==> config.mk <==
export PLATFORM = sky130hd
export DESIGN_NAME = irq_stretch
export DESIGN_NICKNAME = d
export VERILOG_FILES = /design/src/rtl/irqs_pkg.sv /design/src/rtl/irqs_timer.sv /design/src/rtl/irqs_phase_ctrl.sv /design/src/rtl/irqs_short_pulse.sv /design/src/rtl/irq_stretch.sv
export SDC_FILE = /design/constraint.sdc
export NUM_CORES = 1
export LEC_CHECK = 0
export BUFFER_PORTS_ARGS = -buffer_cell sky130_fd_sc_hd__buf_2
export CORE_ASPECT_RATIO = 1.1
export CORE_MARGIN = 4
export CORE_UTILIZATION = 50
export CTS_CLUSTER_SIZE = 40
export DETAILED_ROUTE_END_ITERATION = 7
export MAX_ROUTING_LAYER = met4
export PLACE_DENSITY = 0.7
export SYNTH_ARGS = -nofsm -noshare
export SYNTH_HDL_FRONTEND = slang
export SYNTH_HIERARCHICAL = 1
export SYNTH_SLANG_ARGS = --single-unit
==> constraint.sdc <==
create_clock -name clk_i -period 4.7 [get_ports clk_i]
set_input_delay 0.705 -clock clk_i [delete_from_list [all_inputs] [get_ports clk_i]]
set_output_delay 0.705 -clock clk_i [all_outputs]
set_load 0.1 [all_outputs]
==> src/rtl/irqs_pkg.sv <==
package irqs_pkg;

  typedef struct packed {
    logic asrt;
    logic rel;
    logic cs;
  } irqs_req_t;

  function automatic int unsigned us_ticks(input int unsigned hz, input int unsigned us);
    return (hz / 1000000) * us;
  endfunction

endpackage

==> src/rtl/irqs_timer.sv <==
module irqs_timer #(
  parameter int unsigned LEN = 1
) (
  input  logic clk_i,
  input  logic rst_ni,
  input  logic load_i,
  input  logic stop_i,
  output logic run_o,
  output logic exp_o
);
  localparam int unsigned W = (LEN < 2) ? 1 : $clog2(LEN);
  localparam logic [W-1:0] TOP = W'(LEN - 1);

  logic [W-1:0] cnt_q, cnt_d;
  logic         run_q, run_d;
  logic         upd_en;

  assign upd_en = stop_i | load_i | run_q;

  always_comb begin
    cnt_d = cnt_q;
    run_d = run_q;
    if (stop_i) begin
      run_d = 1'b0;
      cnt_d = '0;
    end else if (load_i) begin
      run_d = 1'b1;
      cnt_d = TOP;
    end else if (run_q) begin
      if (cnt_q == '0) run_d = 1'b0;
      else             cnt_d = cnt_q - 1'b1;
    end
  end

  always_ff @(posedge clk_i or negedge rst_ni) begin
    if (!rst_ni) begin
      cnt_q <= '0;
      run_q <= 1'b0;
    end else if (upd_en) begin
      cnt_q <= cnt_d;
      run_q <= run_d;
    end
  end

  assign run_o = run_q;
  assign exp_o = run_q & (cnt_q == '0);
endmodule

==> src/rtl/irqs_phase_ctrl.sv <==
module irqs_phase_ctrl
  import irqs_pkg::*;
(
  input  logic      clk_i,
  input  logic      rst_ni,
  input  logic      init_i,
  input  logic      active_i,
  input  irqs_req_t req_i,
  input  logic      t_run_i,
  input  logic      t_exp_i,
  output logic      t_load_o,
  output logic      level_o,
  output logic      pend_o
);
  logic level_q, level_d;
  logic pend_q, pend_d;
  logic drop;

  assign drop = req_i.cs | req_i.rel;

  always_comb begin
    level_d  = level_q;
    pend_d   = pend_q;
    t_load_o = 1'b0;
    if (init_i) begin
      level_d = 1'b0;
      pend_d  = 1'b0;
    end else if (active_i) begin
      if (drop) begin
        if (level_q) begin
          level_d  = 1'b0;
          t_load_o = 1'b1;
        end else begin
          pend_d = 1'b0;
        end
      end else if (t_exp_i) begin
        if (level_q) begin
          level_d  = 1'b0;
          t_load_o = 1'b1;
        end else if (pend_q | req_i.asrt) begin
          level_d  = 1'b1;
          pend_d   = 1'b0;
          t_load_o = 1'b1;
        end
      end else if (req_i.asrt && !level_q) begin
        if (t_run_i) begin
          pend_d = 1'b1;
        end else begin
          level_d  = 1'b1;
          t_load_o = 1'b1;
        end
      end
    end
  end

  always_ff @(posedge clk_i or negedge rst_ni) begin
    if (!rst_ni) begin
      level_q <= 1'b0;
      pend_q  <= 1'b0;
    end else begin
      level_q <= level_d;
      pend_q  <= pend_d;
    end
  end

  assign level_o = level_q;
  assign pend_o  = pend_q;
endmodule

==> src/rtl/irqs_short_pulse.sv <==
module irqs_short_pulse #(
  parameter int unsigned LEN = 1
) (
  input  logic clk_i,
  input  logic rst_ni,
  input  logic init_i,
  input  logic fire_i,
  output logic low_o
);
  localparam int unsigned W = (LEN < 2) ? 1 : $clog2(LEN);
  localparam logic [W-1:0] TOP = W'(LEN - 1);

  logic [W-1:0] cnt_q, cnt_d;
  logic         busy_q, busy_d;
  logic         upd_en;

  assign upd_en = init_i | fire_i | busy_q;

  always_comb begin
    cnt_d  = cnt_q;
    busy_d = busy_q;
    if (init_i) begin
      busy_d = 1'b0;
      cnt_d  = '0;
    end else if (busy_q) begin
      if (cnt_q == '0) busy_d = 1'b0;
      else             cnt_d  = cnt_q - 1'b1;
    end else if (fire_i) begin
      busy_d = 1'b1;
      cnt_d  = TOP;
    end
  end

  always_ff @(posedge clk_i or negedge rst_ni) begin
    if (!rst_ni) begin
      cnt_q  <= '0;
      busy_q <= 1'b0;
    end else if (upd_en) begin
      cnt_q  <= cnt_d;
      busy_q <= busy_d;
    end
  end

  assign low_o = busy_q;
endmodule

==> src/rtl/irq_stretch.sv <==
module irq_stretch
  import irqs_pkg::*;
#(
  parameter int unsigned CLK_HZ   = 250000000,
  parameter int unsigned MIN_US   = 100,
  parameter int unsigned SHORT_US = 4
) (
  input  logic clk_i,
  input  logic rst_ni,
  input  logic en_i,
  input  logic stop_i,
  input  logic assert_rq_i,
  input  logic release_rq_i,
  input  logic cs_evt_i,
  output logic irq_n_o,
  output logic accept_o
);
  localparam int unsigned P     = us_ticks(CLK_HZ, MIN_US);
  localparam int unsigned L_RAW = us_ticks(CLK_HZ, SHORT_US);
  localparam int unsigned L     = (L_RAW == 0) ? 1 : L_RAW;

  irqs_req_t req;
  logic en_q, stretch_q;
  logic init;
  logic level, pend, short_low;

  assign req.asrt = assert_rq_i;
  assign req.rel  = release_rq_i;
  assign req.cs   = cs_evt_i;

  assign init = stop_i | (en_i ^ en_q);

  always_ff @(posedge clk_i or negedge rst_ni) begin
    if (!rst_ni) begin
      en_q      <= 1'b0;
      stretch_q <= 1'b0;
    end else if (init) begin
      en_q      <= en_i;
      stretch_q <= en_i & (P != 0);
    end
  end

  generate
    if (P > 0) begin : g_stretch
      logic t_load, t_run, t_exp;

      irqs_timer #(.LEN(P)) u_timer (
        .clk_i  (clk_i),
        .rst_ni (rst_ni),
        .load_i (t_load),
        .stop_i (init),
        .run_o  (t_run),
        .exp_o  (t_exp)
      );

      irqs_phase_ctrl u_ctrl (
        .clk_i    (clk_i),
        .rst_ni   (rst_ni),
        .init_i   (init),
        .active_i (stretch_q),
        .req_i    (req),
        .t_run_i  (t_run),
        .t_exp_i  (t_exp),
        .t_load_o (t_load),
        .level_o  (level),
        .pend_o   (pend)
      );
    end else begin : g_bypass
      assign level = 1'b0;
      assign pend  = 1'b0;
    end
  endgenerate

  irqs_short_pulse #(.LEN(L)) u_short (
    .clk_i  (clk_i),
    .rst_ni (rst_ni),
    .init_i (init),
    .fire_i (assert_rq_i & ~stretch_q & ~init),
    .low_o  (short_low)
  );

  assign irq_n_o  = ~(level | short_low);
  assign accept_o = assert_rq_i & stretch_q;
endmodule

# Yosys cells after proc, flatten, opt, wreduce, memory -nomap -nowiden
# Cells that the tools add are included.
[op_classes]
add_sub_neg = 2
n_mul = 0
div_mod_pow = 0
order_cmp = 0
eq_ne = 6
shift = 0
n_mux = 41
n_bitwise = 16
n_reduce_logical = 13
[op_table]
columns = ["operator", "count"]
rows = [
  ["2-to-1 mux 15 bit", 4],
  ["2-to-1 mux 10 bit", 4],
  ["2-to-1 mux 1 bit", 33],
  ["logical NOT 15 bit", 1],
  ["subtractor 15 x 1 -> 15 bit (second input constant)", 1],
  ["logical NOT 10 bit", 1],
  ["subtractor 10 x 1 -> 10 bit (second input constant)", 1],
  ["inequality test 3 bit (second input constant)", 3],
  ["AND reduction 3 bit", 3],
  ["bitwise OR 1 bit", 8],
  ["nonzero test 4 bit", 2],
  ["AND reduction 6 bit", 1],
  ["nonzero test 3 bit", 2],
  ["bitwise AND 1 bit", 4],
  ["inequality test 4 x 1 -> 1 bit (second input constant)", 1],
  ["inequality test 4 x 2 -> 1 bit (second input constant)", 1],
  ["inequality test 3 x 1 -> 1 bit (second input constant)", 1],
  ["inverter 1 bit", 3],
  ["nonzero test 2 bit", 1],
  ["logical AND 1 bit", 1],
  ["logical NOT 1 bit", 1],
  ["bitwise XOR 1 bit", 1],
]
[totals]
ff_bits = 30
latch_bits = 0
ramBits = 0
romBits = 0
in_bits = 7
output_inout_bits = 2
wordCells = 85
n_memories = 0

# Logic depth before layout (Yosys ltp)
# Gate-level depths: netlist (run 1).
[depth]
ltp_word = 10
ltp_mapped = 12
mapped_depth_nobuf = 11

# Hierarchy
# Netlist (run 1), hierarchy kept.
[by_module_without_submodules]
columns = ["module", "instances", "cells_each", "area_per_inst_um2", "seq_area_each_um2"]
rows = [
  ["irqs_timer", 1, 100, 932.1, 400.4],
  ["irqs_short_pulse", 1, 64, 683.2, 275.3],
  ["irqs_phase_ctrl", 1, 18, 161.4, 50.0],
  ["irq_stretch", 1, 7, 70.1, 25.0],
]

# Worst setup path before layout (run 1)
# OpenSTA, ideal clock, no wires.
[synth_timing]
kind = "register -> register"
start = "register g_stretch.u_timer.cnt_q[11]"
end = "register g_stretch.u_timer.cnt_q[4]"
setup_ns = 0.110
arrival_time_ns = 2.515
required_ns = 4.590
slack_ns = 2.075
stages_incl_launch_ff = 9
n_path_buf = 1
period_less_slack_ns = 2.625
cell_sequence = "dfrtp_1 -> or4_4 -> nor3_1 -> or3b_1 -> a21oi_2 -> a2111oi_2 -> clkbuf_1 -> or3_1 -> o41ai_1"
[synth_between]
elab_chain_cells = 9
word_cells_on_any_way = 13
cone_classes = "eq/ne: 1; mux: 6; bitwise: 3; reduce/logical: 3"
[synth_rtl]
columns = ["item", "line_no", "text"]
rows = [
  ["from (decl)", "irqs_timer.sv:14", "logic [W-1:0] cnt_q, cnt_d;"],
  ["from (signal assigned)", "irqs_timer.sv:40", "cnt_q <= cnt_d;"],
  ["logical NOT 15 bit (*)", "irqs_timer.sv:46", "assign exp_o = run_q & (cnt_q == '0);"],
  ["bitwise AND 1 bit (*)", "irqs_timer.sv:46", ""],
  ["via g_stretch.t_exp", "irq_stretch.sv:45", "logic t_load, t_run, t_exp;"],
  ["2-to-1 mux 1 bit (*)", "irqs_phase_ctrl.sv:36", "end else if (t_exp_i) begin"],
  ["2-to-1 mux 1 bit (*)", "irqs_phase_ctrl.sv:29", "if (drop) begin"],
  ["2-to-1 mux 1 bit (*)", "irqs_phase_ctrl.sv:28", "end else if (active_i) begin"],
  ["2-to-1 mux 1 bit (*)", "irqs_phase_ctrl.sv:25", "if (init_i) begin"],
  ["via g_stretch.t_load", "irq_stretch.sv:45", ""],
  ["bitwise OR 1 bit (2 in series)", "irqs_timer.sv:18", "assign upd_en = stop_i | load_i | run_q;"],
  ["AND reduction 3 bit (no line)", "--", ""],
]
# Mark *: on every way through the listed nets, which the timed path passes. The rest lies on a longest branch.
# A chain may end at the register's enable or synchronous reset.

# Worst setup path after layout (run 1)
[layout_timing]
start = "register g_stretch.u_timer.cnt_q[3]"
end = "register g_stretch.u_timer.cnt_q[4]"
# The elaborated chain is that of the path after synthesis.

==> flow_metrics.py, run 1 <==
metrics = {
    "status": {
        "outcome": "finished, final reports clean",
    },
    "sta": {
        "setup_slack_ns": 1.83,
        "rsz0062_at_grt": "no",
        "final.setup.tns_ns": 0,
        "setup_viol": 0,
        "worstMarginPinSlew_ns": 0.884,
        "hold_viol": 0,
        "drv_slew": 0,
        "relSlewSlack": 0.405,
        "skew_ns": 0.00976,
        "fin_crit_ns": 2.87,
        "finalCritPeriodShare": 0.611,
        "max_freq_mhz": 348,
    },
    "setup_path": {
        "path_cells": "nor3_1, nand4_1, nor3_1, or3b_1, a21oi_2, a2111oi_2, buf_4, or3_1, o41ai_1",
        "worstPathMaxFanout": 11,
        "endpoint": "g_stretch.u_timer/cnt_q[4]",
        "cp.required_ns": 4.91,
        "cp.arrival_ns": 3.09,
        "rrSetupSlack_ns": 1.83,
        "max_stage_delay_ns": 0.44,
        "worstRegToRegCells": 9,
        "worst_path_max_delay_cell": "nor3_1",
        "r2r-start": "g_stretch.u_timer/cnt_q[3]",
        "setup.worst_path.class": "reg -> reg",
        "timing.rr.end": "g_stretch.u_timer/cnt_q[4]",
        "crit_path_start": "g_stretch.u_timer/cnt_q[3]",
        "path_buf_inv": 1,
        "path_delay_family": "simple AND/OR/NAND/NOR gates",
        "cp-end-kind": "flip-flop",
        "crit_path_frequent_cell": "nor3_1",
        "startpoint_type": "flip-flop",
        "worstSetupPathDepth": 9,
    },
    "clock_tree": {
        "clk_path_buf_depth": 2,
        "post_cts_resized": 0,
        "holdBufCountCts": 0,
        "cts-root-buf": "clkbuf_4",
        "cts_made_buffers": 5,
        "path_clk_slew_ns": 0.10,
        "cts_tree": "done",
        "clk_latency_ns": 0.33,
        "clock_sinks": 30,
        "h-tree-depth": 2,
        "post_cts_buffers": 0,
    },
    "global_route": {
        "antenna_found_initial": 0,
        "grt_pass1_wl_um": 7180,
        "grt_overflow_total": 0,
        "grt_pass1_vias": 1638,
        "grt_max_degree": 31,
        "track_usage": 0.200,
    },
    "yosys": {
        "async_flop_share": 1.00,
        "syn-instance-count": 189,
        "synth_flop_cell": "dfrtp_1",
        "synthTopCellsByCount": "dfrtp_1, inv_1, nor2_1, nor3_1",
        "syn_nets": 198,
        "synth_seq_cells": 30,
        "ys_types": 51,
        "yosysTopAreaCellShare": 0.407,
        "synth_warnings": 6,
        "synth.most_common_cell": "dfrtp_1",
        "synth_edf_count": 0,
        "yosysTopAreaCell": "dfrtp_1",
        "syn_area_um2": 1850,
        "synthTopCellsByArea": "dfrtp_1, a221oi_2, a31oi_1",
        "synth_seq_area_share": 0.407,
        "avgSynthCellArea_um2": 9.77,
    },
    "die": {
        "pin_count": 9,
        "row_count": 22,
        "fp.dieW_um": 65.9,
        "core_region_area_um2": 3440,
        "die_h_um": 71.7,
        "die_area_um2": 4730,
        "start_util": 0.537,
    },
    "layout": {
        "finalNetCount": 210,
        "fillers": 320,
        "drive_gt1_frac": 0.218,
        "final_cells": 250,
        "diodes": 0,
        "syn2layout_area_growth_pct": 8.47,
    },
    "routing": {
        "wl_per_cell_um": 16.1,
        "routed_via_density": 6.37,
        "postRouteWirelength_um": 4030,
        "dr.pass1.iters": 5,
        "remaining_drc_errors": 0,
        "vias": 1593,
        "drt.antenna.violating_nets": 0,
        "drt_iter0_drc": 95,
    },
    "placement": {
        "hpwl_um": 2850,
        "placed_cells": 242,
        "dpl_worst_slack_ns": 1.86,
        "portBuffers": 8,
        "gp_congestion": 0.864,
    },
    "run": {
        "maxCapViolCount": 0,
    },
    "power": {
        "power_density_nw_per_um2": 243,
        "leakage_nw": 0.749,
        "ir_drop_mv": 0.121,
    },
    "worst_hold_path": {
        "worstHoldPathType": "in -> async",
    },
}
[cells by family after synthesis]
logic type                 share of synthesized area
AOI/OAI and AO/OA                              0.220
xor gates and xnor gates                      0.0190
adders and majority gates                     0.0135
buffers and inverters                         0.0386
DFF                                            0.407
muxes                                         0.0163
and+or+nand+nor                                0.287
[metrics by stage]
step	total power, mW	utilization	area [um2]	hold WS, ns
after floorplan	0.313	-	1850	0.409
after global placement	0.330	0.565	1940	0.549
after detailed placement	0.332	0.565	1940	0.557
after CTS	0.493	0.582	2000	0.408
after global routing	0.516	0.582	2000	0.439
final	0.486	0.582	2000	0.396
[final cells by class]
class	instances	area [um2]	share of cell area
clock buffer	7	55.1	0.0275
clock inverter	1	5.00	0.00250
inverter	14	52.6	0.0262
multi-input combinational	140	1020	0.512
sequential	30	751	0.375
tap	48	60.1	0.0300
timing repair buffer	10	55.1	0.0275
[worst min path at each step]
stage | cells past startpoint | endpoint | startpoint | slack (ns)
floorplan | 0 | en_q | rst_ni | 0.41
global placement | 2 | u_short/cnt_q[7] | u_short/cnt_q[7] | 0.55
detailed placement | 2 | u_short/cnt_q[7] | u_short/cnt_q[7] | 0.56
CTS | 1 | u_short/cnt_q[9] | rst_ni | 0.41
global route | 1 | u_short/cnt_q[5] | rst_ni | 0.44
finish | 1 | u_short/cnt_q[5] | rst_ni | 0.40
[per-layer routing]
metal	global-route usage	up-vias	part of all wire
met5	-	-	0
met4	0.0835	0	0.017
met3	0.0502	10	0.043
met2	0.336	46	0.52
met1	0.226	783	0.42
li1	-	754	-
[where the power goes]
group | switching [mW] | internal (mW) | total (mW)
Clock | 0.0871 | 0.0724 | 0.160
Combinational | 0.0405 | 0.0214 | 0.0619
Sequential | 0.00428 | 0.261 | 0.265
[layout by cell type, fill, tap and decap left out, types with 2 or more instances in the layout]
cell and instances:
a211oi_1 2, a21oi_1 10, nand4_1 2, nor3b_1 2, xnor2_1 4, dfrtp_1 30, ha_1 2, a221oi_2 4
or3_1 7, a211oi_2 2, buf_2 8, mux2i_1 3, nor3_1 11, o41a_1 2, buf_4 2, inv_1 14
nand2_1 10, or4_4 5, or4_1 5, nor4_2 2, or2_2 3, nor3_2 2, or3b_1 2, nand2b_1 4
o211ai_1 2, o21ai_0 5, a31oi_1 9, nor2_1 11, o31ai_1 3, clkbuf_4 5, nor4_1 2, nand3_1 3
[registers in the layout (all words and copies together) (netlist names)]
register and flops:
g_stretch.u_ctrl/level_o 1, g_stretch.u_ctrl/pend_o 1, en_q 1, u_short/cnt_q 10, g_stretch.u_timer/cnt_q 15, u_short/low_o 1, g_stretch.u_timer/run_o 1
Note: power is estimated with default switching activity, not from simulation.
==> inputs of run 2 (changes only) <==
--- a/config.mk
+++ b/config.mk
@@ -12,7 +12,7 @@
 export CTS_CLUSTER_SIZE = 40
 export DETAILED_ROUTE_END_ITERATION = 7
 export MAX_ROUTING_LAYER = met4
-export PLACE_DENSITY = 0.7
+export PLACE_DENSITY = 0.73
 export SYNTH_ARGS = -nofsm -noshare
 export SYNTH_HDL_FRONTEND = slang
 export SYNTH_HIERARCHICAL = 1
==> constraint.sdc (replaced) <==
create_clock -name clk_i -period 2.4 [get_ports clk_i]
set_input_delay 0.36 -clock clk_i [delete_from_list [all_inputs] [get_ports clk_i]]
set_output_delay 0.36 -clock clk_i [all_outputs]
set_load 0.1 [all_outputs]
==> run 2 against run 1 <==
The flow now finishes with violations (setup timing). Fmax up 12%. Count of clock-buffer cells in the layout down 2. Total power up 120%. Combinational power up 130%. Via count up 8.7%. Sequential power up 95%. Design area up 16%. Critical path type unchanged. Highest routed layer unchanged.
==> flow_metrics.py, run 2 (synthesized netlist as in run 1, its figures left out) <==
metrics = {
    "routing": {
        "dr.pass1.iters": 4,
        "drt.antenna.violating_nets": 0,
        "postRouteWirelength_um": 4700,
        "wl_per_cell_um": 16.8,
        "met3_length_um": 180,
        "vias": 1731,
        "dr_wl_met2_um": 2600,
        "met1Wirelength_um": 1810,
        "routed_via_density": 6.20,
        "remaining_drc_errors": 0,
        "drt_iter0_drc": 122,
        "dr.max_layer_used": "met4",
    },
    "layout": {
        "syn2layout_area_growth_pct": 25.9,
        "finalNetCount": 239,
        "diodes": 0,
        "largestRegisters": "g_stretch.u_timer/cnt_q x15, u_short/cnt_q x10",
        "final_cells": 279,
        "regMostFlops": "g_stretch.u_timer/cnt_q",
        "final_cell_mix": "dfrtp_1, buf_4, inv_1",
        "drive_gt1_frac": 0.385,
        "largest_reg_flops": 15,
    },
    "sta": {
        "skew_ns": 0.0138,
        "hold_viol": 0,
        "finalCritPeriodShare": 1.07,
        "rsz0062_at_grt": "yes",
        "setup_slack_ns": -0.169,
        "worstMarginPinSlew_ns": 0.684,
        "relSlewSlack": 0.544,
        "fin_crit_ns": 2.57,
        "setup_viol": 8,
        "drv_slew": 0,
        "holdWs_ns": 0.0352,
        "max_freq_mhz": 389,
    },
    "setup_path": {
        "worstPathMaxFanout": 6,
        "cp.required_ns": 2.65,
        "rrSetupSlack_ns": -0.17,
        "r2r-start": "g_stretch.u_timer/cnt_q[11]",
        "startpoint_type": "flip-flop",
        "worstRegToRegCells": 8,
        "cp.arrival_ns": 2.82,
        "timing.rr.end": "g_stretch.u_timer/cnt_q[4]",
        "cp-end-kind": "flip-flop",
        "setup.worst_path.class": "reg -> reg",
    },
    "die": {
        "core_region_area_um2": 3440,
        "fp.dieW_um": 65.9,
        "row_count": 22,
        "die_h_um": 71.7,
        "start_util": 0.537,
        "die_area_um2": 4730,
        "pin_count": 9,
    },
    "placement": {
        "gp_congestion": 0.990,
        "portBuffers": 8,
        "placed_cells": 267,
        "dpl_worst_slack_ns": -0.157,
        "hpwl_um": 3240,
    },
    "clock_tree": {
        "cts_made_buffers": 5,
        "path_clk_slew_ns": 0.11,
        "cts-root-buf": "clkbuf_4",
        "clk_latency_ns": 0.35,
        "clk_path_buf_depth": 2,
        "clock_sinks": 30,
        "cts_tree": "done",
        "holdBufCountCts": 0,
        "h-tree-depth": 2,
    },
    "status": {
        "violations": "setup timing",
        "outcome": "finished, violations left",
    },
    "power": {
        "clockPowerShare": 0.380,
        "ir_drop_mv": 0.502,
        "pwr-share-comb": 0.132,
        "power_switching_uw": 284,
        "p_int_uw": 777,
        "power_density_nw_per_um2": 456,
        "power_mw": 1.06,
        "leakage_nw": 0.926,
        "p_sw_frac": 0.268,
        "p_seq_frac": 0.488,
    },
    "global_route": {
        "track_usage": 0.225,
        "grt_pass1_wl_um": 7950,
        "grt_pass1_vias": 1700,
        "grt_max_degree": 31,
        "antenna_found_initial": 0,
        "grt_overflow_total": 0,
    },
    "run": {
        "maxCapViolCount": 0,
    },
    "worst_hold_path": {
        "worstHoldPathType": "in -> async",
    },
}
==> run 2: changes by cell type in the layout (fill, tap and decap cells not counted), moves of 2 or more <==
cell | before | now
a21oi_1 | 10 | 7
a21oi_2 | 1 | 4
buf_4 | 2 | 30
inv_1 | 14 | 12
nor2_1 | 11 | 9
nor2_2 | 0 | 2
nor3_1 | 11 | 8
nor3_4 | 0 | 2
==> run 2: metal layers <==
layer  global-route usage  up-vias
met5                    -        -
met4               0.0655        0
met3               0.0627       16
met2                0.393       43
met1                0.248      860
li1                     -      812
==> run 2: stage by stage <==
stage          setup TNS [ns]  area [um2]   util
6_report               -0.746        2320  0.676
5_1_grt                 -1.65        2320  0.676
4_1_cts                -0.290        2250  0.655
3_5_place_dp           -0.474        2150  0.625
3_3_place_gp           -0.118        2150  0.625
2_1_floorplan         -0.0957        1870      -
==> run 2: timing repair <==
item                                    4_1_cts  5_1_grt
pin swaps                                     2        2
setup buffers                                 1        3
gates resized for setup                       3       13
endpoints found under the setup margin        9       15
==> run 2: worst max path at each step <==
stage,cells after the start,end,slack [ns],startpoint
after floorplan,8,g_stretch.u_timer/cnt_q[4],-0.1,g_stretch.u_timer/cnt_q[12]
after global placement,11,g_stretch.u_timer/cnt_q[4],-0.09,g_stretch.u_timer/cnt_q[0]
after detailed placement,11,g_stretch.u_timer/cnt_q[4],-0.16,g_stretch.u_timer/cnt_q[0]
after CTS,8,g_stretch.u_timer/cnt_q[4],-0.09,g_stretch.u_timer/cnt_q[12]
after global routing,8,g_stretch.u_timer/cnt_q[4],-0.27,g_stretch.u_timer/cnt_q[11]
final,8,g_stretch.u_timer/cnt_q[4],-0.17,g_stretch.u_timer/cnt_q[11]
==> run 2: area by class of cell <==
cell class	count	area, um2
Sequential cell	30	751
Inverter	14	55.1
Clock buffer	5	37.5
Fill cell	247	1120
Timing Repair Buffer	39	277
Multi-Input combinational cell	140	1100
Clock inverter	3	40.0
Tap cell	48	60.1
==> run 2: critical path, cell delays in order (launching register included) <==
cell and delay [ns]:
dfrtp_1 0.39, or4_4 0.55, nor3_4 0.18, or3b_1 0.37, a21oi_2 0.21, a2111oi_4 0.09, buf_4 0.18, or3_1 0.32
o41ai_2 0.20
==> run 2: power by group through the flow <==
stage | clock [mW] | sequential, mW | combinational [mW]
after floorplan | 0 | 0.527 | 0.0871
after global placement | 0 | 0.527 | 0.126
after detailed placement | 0 | 0.527 | 0.130
after CTS | 0.414 | 0.517 | 0.133
after global routing | 0.437 | 0.519 | 0.151
final | 0.403 | 0.518 | 0.140
==> inputs of run 3 (changes only) <==
--- a/config.mk
+++ b/config.mk
@@ -6,13 +6,14 @@
 export NUM_CORES = 1
 export LEC_CHECK = 0
 export BUFFER_PORTS_ARGS = -buffer_cell sky130_fd_sc_hd__buf_2
+export CAP_MARGIN = 20
 export CORE_ASPECT_RATIO = 1.1
 export CORE_MARGIN = 4
-export CORE_UTILIZATION = 50
+export CORE_UTILIZATION = 55
 export CTS_CLUSTER_SIZE = 40
 export DETAILED_ROUTE_END_ITERATION = 7
 export MAX_ROUTING_LAYER = met4
-export PLACE_DENSITY = 0.73
+export PLACE_DENSITY = 0.79
 export SYNTH_ARGS = -nofsm -noshare
 export SYNTH_HDL_FRONTEND = slang
 export SYNTH_HIERARCHICAL = 1
==> constraint.sdc (replaced) <==
create_clock -name clk_i -period 2.4 [get_ports clk_i]
set_input_delay 0.24 -clock clk_i [delete_from_list [all_inputs] [get_ports clk_i]]
set_output_delay 0.24 -clock clk_i [all_outputs]
set_load 0.1 [all_outputs]
==> run 3 against run 2 <==
The run still ends with setup timing left. Hold slack improved by 0.027 ns. Total power decreased by 5.6%. Clock power decreased by 18%.
==> flow_metrics.py, run 3 (synthesized netlist as in run 1, its figures left out) <==
metrics = {
    "clock_tree": {
        "cts_tree": "done",
        "clk_latency_ns": 0.34,
        "cts_made_buffers": 5,
        "clock_sinks": 30,
        "h-tree-depth": 2,
        "clk_path_buf_depth": 2,
        "path_clk_slew_ns": 0.10,
        "cts-root-buf": "clkbuf_4",
    },
    "global_route": {
        "grt_max_degree": 31,
        "grt_pass1_wl_um": 8250,
        "grt_overflow_total": 0,
        "antenna_found_initial": 0,
        "track_usage": 0.258,
        "grt_pass1_vias": 1755,
    },
    "setup_path": {
        "startpoint_type": "flip-flop",
        "cp.required_ns": 2.64,
        "path_buf_inv": 1,
        "cp.arrival_ns": 2.81,
        "rrSetupSlack_ns": -0.17,
        "crit_path_start": "g_stretch.u_timer/cnt_q[13]",
        "path_delay_family": "simple AND/OR/NAND/NOR gates",
        "worst_path_max_delay_cell": "or4_4",
        "worstSetupPathDepth": 8,
        "endpoint": "g_stretch.u_timer/cnt_q[4]",
        "worstPathMaxFanout": 7,
        "path_cells": "or4_4, nor3_4, or3b_4, a21oi_4, a2111oi_4, buf_4, or3_4, o41ai_2",
        "r2r-start": "g_stretch.u_timer/cnt_q[13]",
        "max_stage_delay_ns": 0.57,
        "worstRegToRegCells": 8,
        "timing.rr.end": "g_stretch.u_timer/cnt_q[4]",
        "cp-end-kind": "flip-flop",
        "setup.worst_path.class": "reg -> reg",
    },
    "die": {
        "core_region_area_um2": 3130,
        "pin_count": 9,
        "start_util": 0.591,
        "fp.dieW_um": 63.3,
        "die_h_um": 68.8,
        "die_area_um2": 4350,
        "row_count": 21,
    },
    "layout": {
        "final_area_um2": 2410,
        "drive_gt1_frac": 0.419,
        "final_cells": 270,
        "syn2layout_area_growth_pct": 30.4,
        "largest_reg_flops": 15,
        "finalCoreUtilization": 0.770,
        "final_common_cell": "buf_4",
        "multiInputGateArea_um2": 1180,
        "regArea_um2": 751,
        "fillers": 207,
        "final_cell_mix": "buf_4, dfrtp_1, inv_1",
        "diodes": 0,
        "finalNetCount": 244,
        "largestRegisters": "g_stretch.u_timer/cnt_q x15, u_short/cnt_q x10",
        "regMostFlops": "g_stretch.u_timer/cnt_q",
    },
    "placement": {
        "hpwl_um": 3420,
        "placed_cells": 254,
        "dpl_worst_slack_ns": -0.252,
        "gp_congestion": 0.915,
        "portBuffers": 8,
        "place_area_um2": 2140,
    },
    "power": {
        "power_mw": 1.00,
        "ir_drop_mv": 0.403,
        "leakage_nw": 0.962,
        "power_density_nw_per_um2": 416,
    },
    "sta": {
        "rsz0062_at_grt": "yes",
        "setup_viol": 9,
        "holdWs_ns": 0.0620,
        "drv_slew": 0,
        "final.setup.tns_ns": -0.873,
        "hold_viol": 0,
        "skew_ns": 0.00790,
        "finalCritPeriodShare": 1.07,
        "worstMarginPinSlew_ns": 0.680,
        "relSlewSlack": 0.547,
        "fin_crit_ns": 2.57,
        "max_freq_mhz": 389,
        "setup_slack_ns": -0.173,
    },
    "routing": {
        "dr.pass1.iters": 4,
        "remaining_drc_errors": 0,
        "postRouteWirelength_um": 4970,
        "drt.antenna.violating_nets": 0,
        "drt_iter0_drc": 141,
        "vias": 1746,
        "wl_per_cell_um": 18.4,
        "routed_via_density": 6.47,
    },
    "worst_hold_path": {
        "worstHoldPathType": "in -> reg",
        "min_from": "en_i",
    },
    "run": {
        "maxCapViolCount": 0,
    },
    "status": {
        "violations": "setup timing",
        "outcome": "finished, violations left",
    },
}
## run 3: cell types whose count changed in the layout (fill, tap and decap cells not counted), sizes merged
cell and delta:
buf +4, clkinv -1, bufinv -1, dlygate4sd3 +1
clkbuf +2
## run 3: power breakdown
| part | switching, mW | internal, mW |
|---|---|---|
| Clock | 0.187 | 0.142 |
| Sequential | 0.00725 | 0.511 |
| Combinational | 0.0941 | 0.0607 |
| Total | 0.288 | 0.713 |
## run 3: worst min-delay path by stage
stage                                  end  slack, ns  cells past startpoint
final                                 en_q       0.06                      1
after detailed placement  u_short/cnt_q[6]       0.32                      1
after CTS                             en_q       0.04                      1
after global placement    u_short/cnt_q[5]       0.31                      1
after floorplan                       en_q      -0.06                      0
after global routing                  en_q       0.04                      1
## run 3: final cells by class
type,count,area share
tap,34,0.0177
clock inverter,1,0.00208
clock buffer,7,0.0229
inverter,14,0.0218
multi-input combinational,140,0.489
timing repair buffer,44,0.135
sequential,30,0.312
## run 3: layer usage
layer / global-route usage / up-vias / share of wire
met5: - / - / 0
met2: 0.472 / 48 / 0.54
met4: 0.135 / 0 / 0.018
met1: 0.264 / 876 / 0.40
li1: - / 814 / -
met3: 0.0616 / 8 / 0.043
## run 3: what timing repair did
| item | in CTS | in global routing |
|---|---|---|
| gates resized for setup | 14 | 17 |
| hold buffers | 1 | 0 |
| pin swaps | 5 | 6 |
| buffers inserted | 4 | 5 |
| endpoints found under the hold margin | 30 | 0 |
| endpoints found under the setup margin | 10 | 14 |
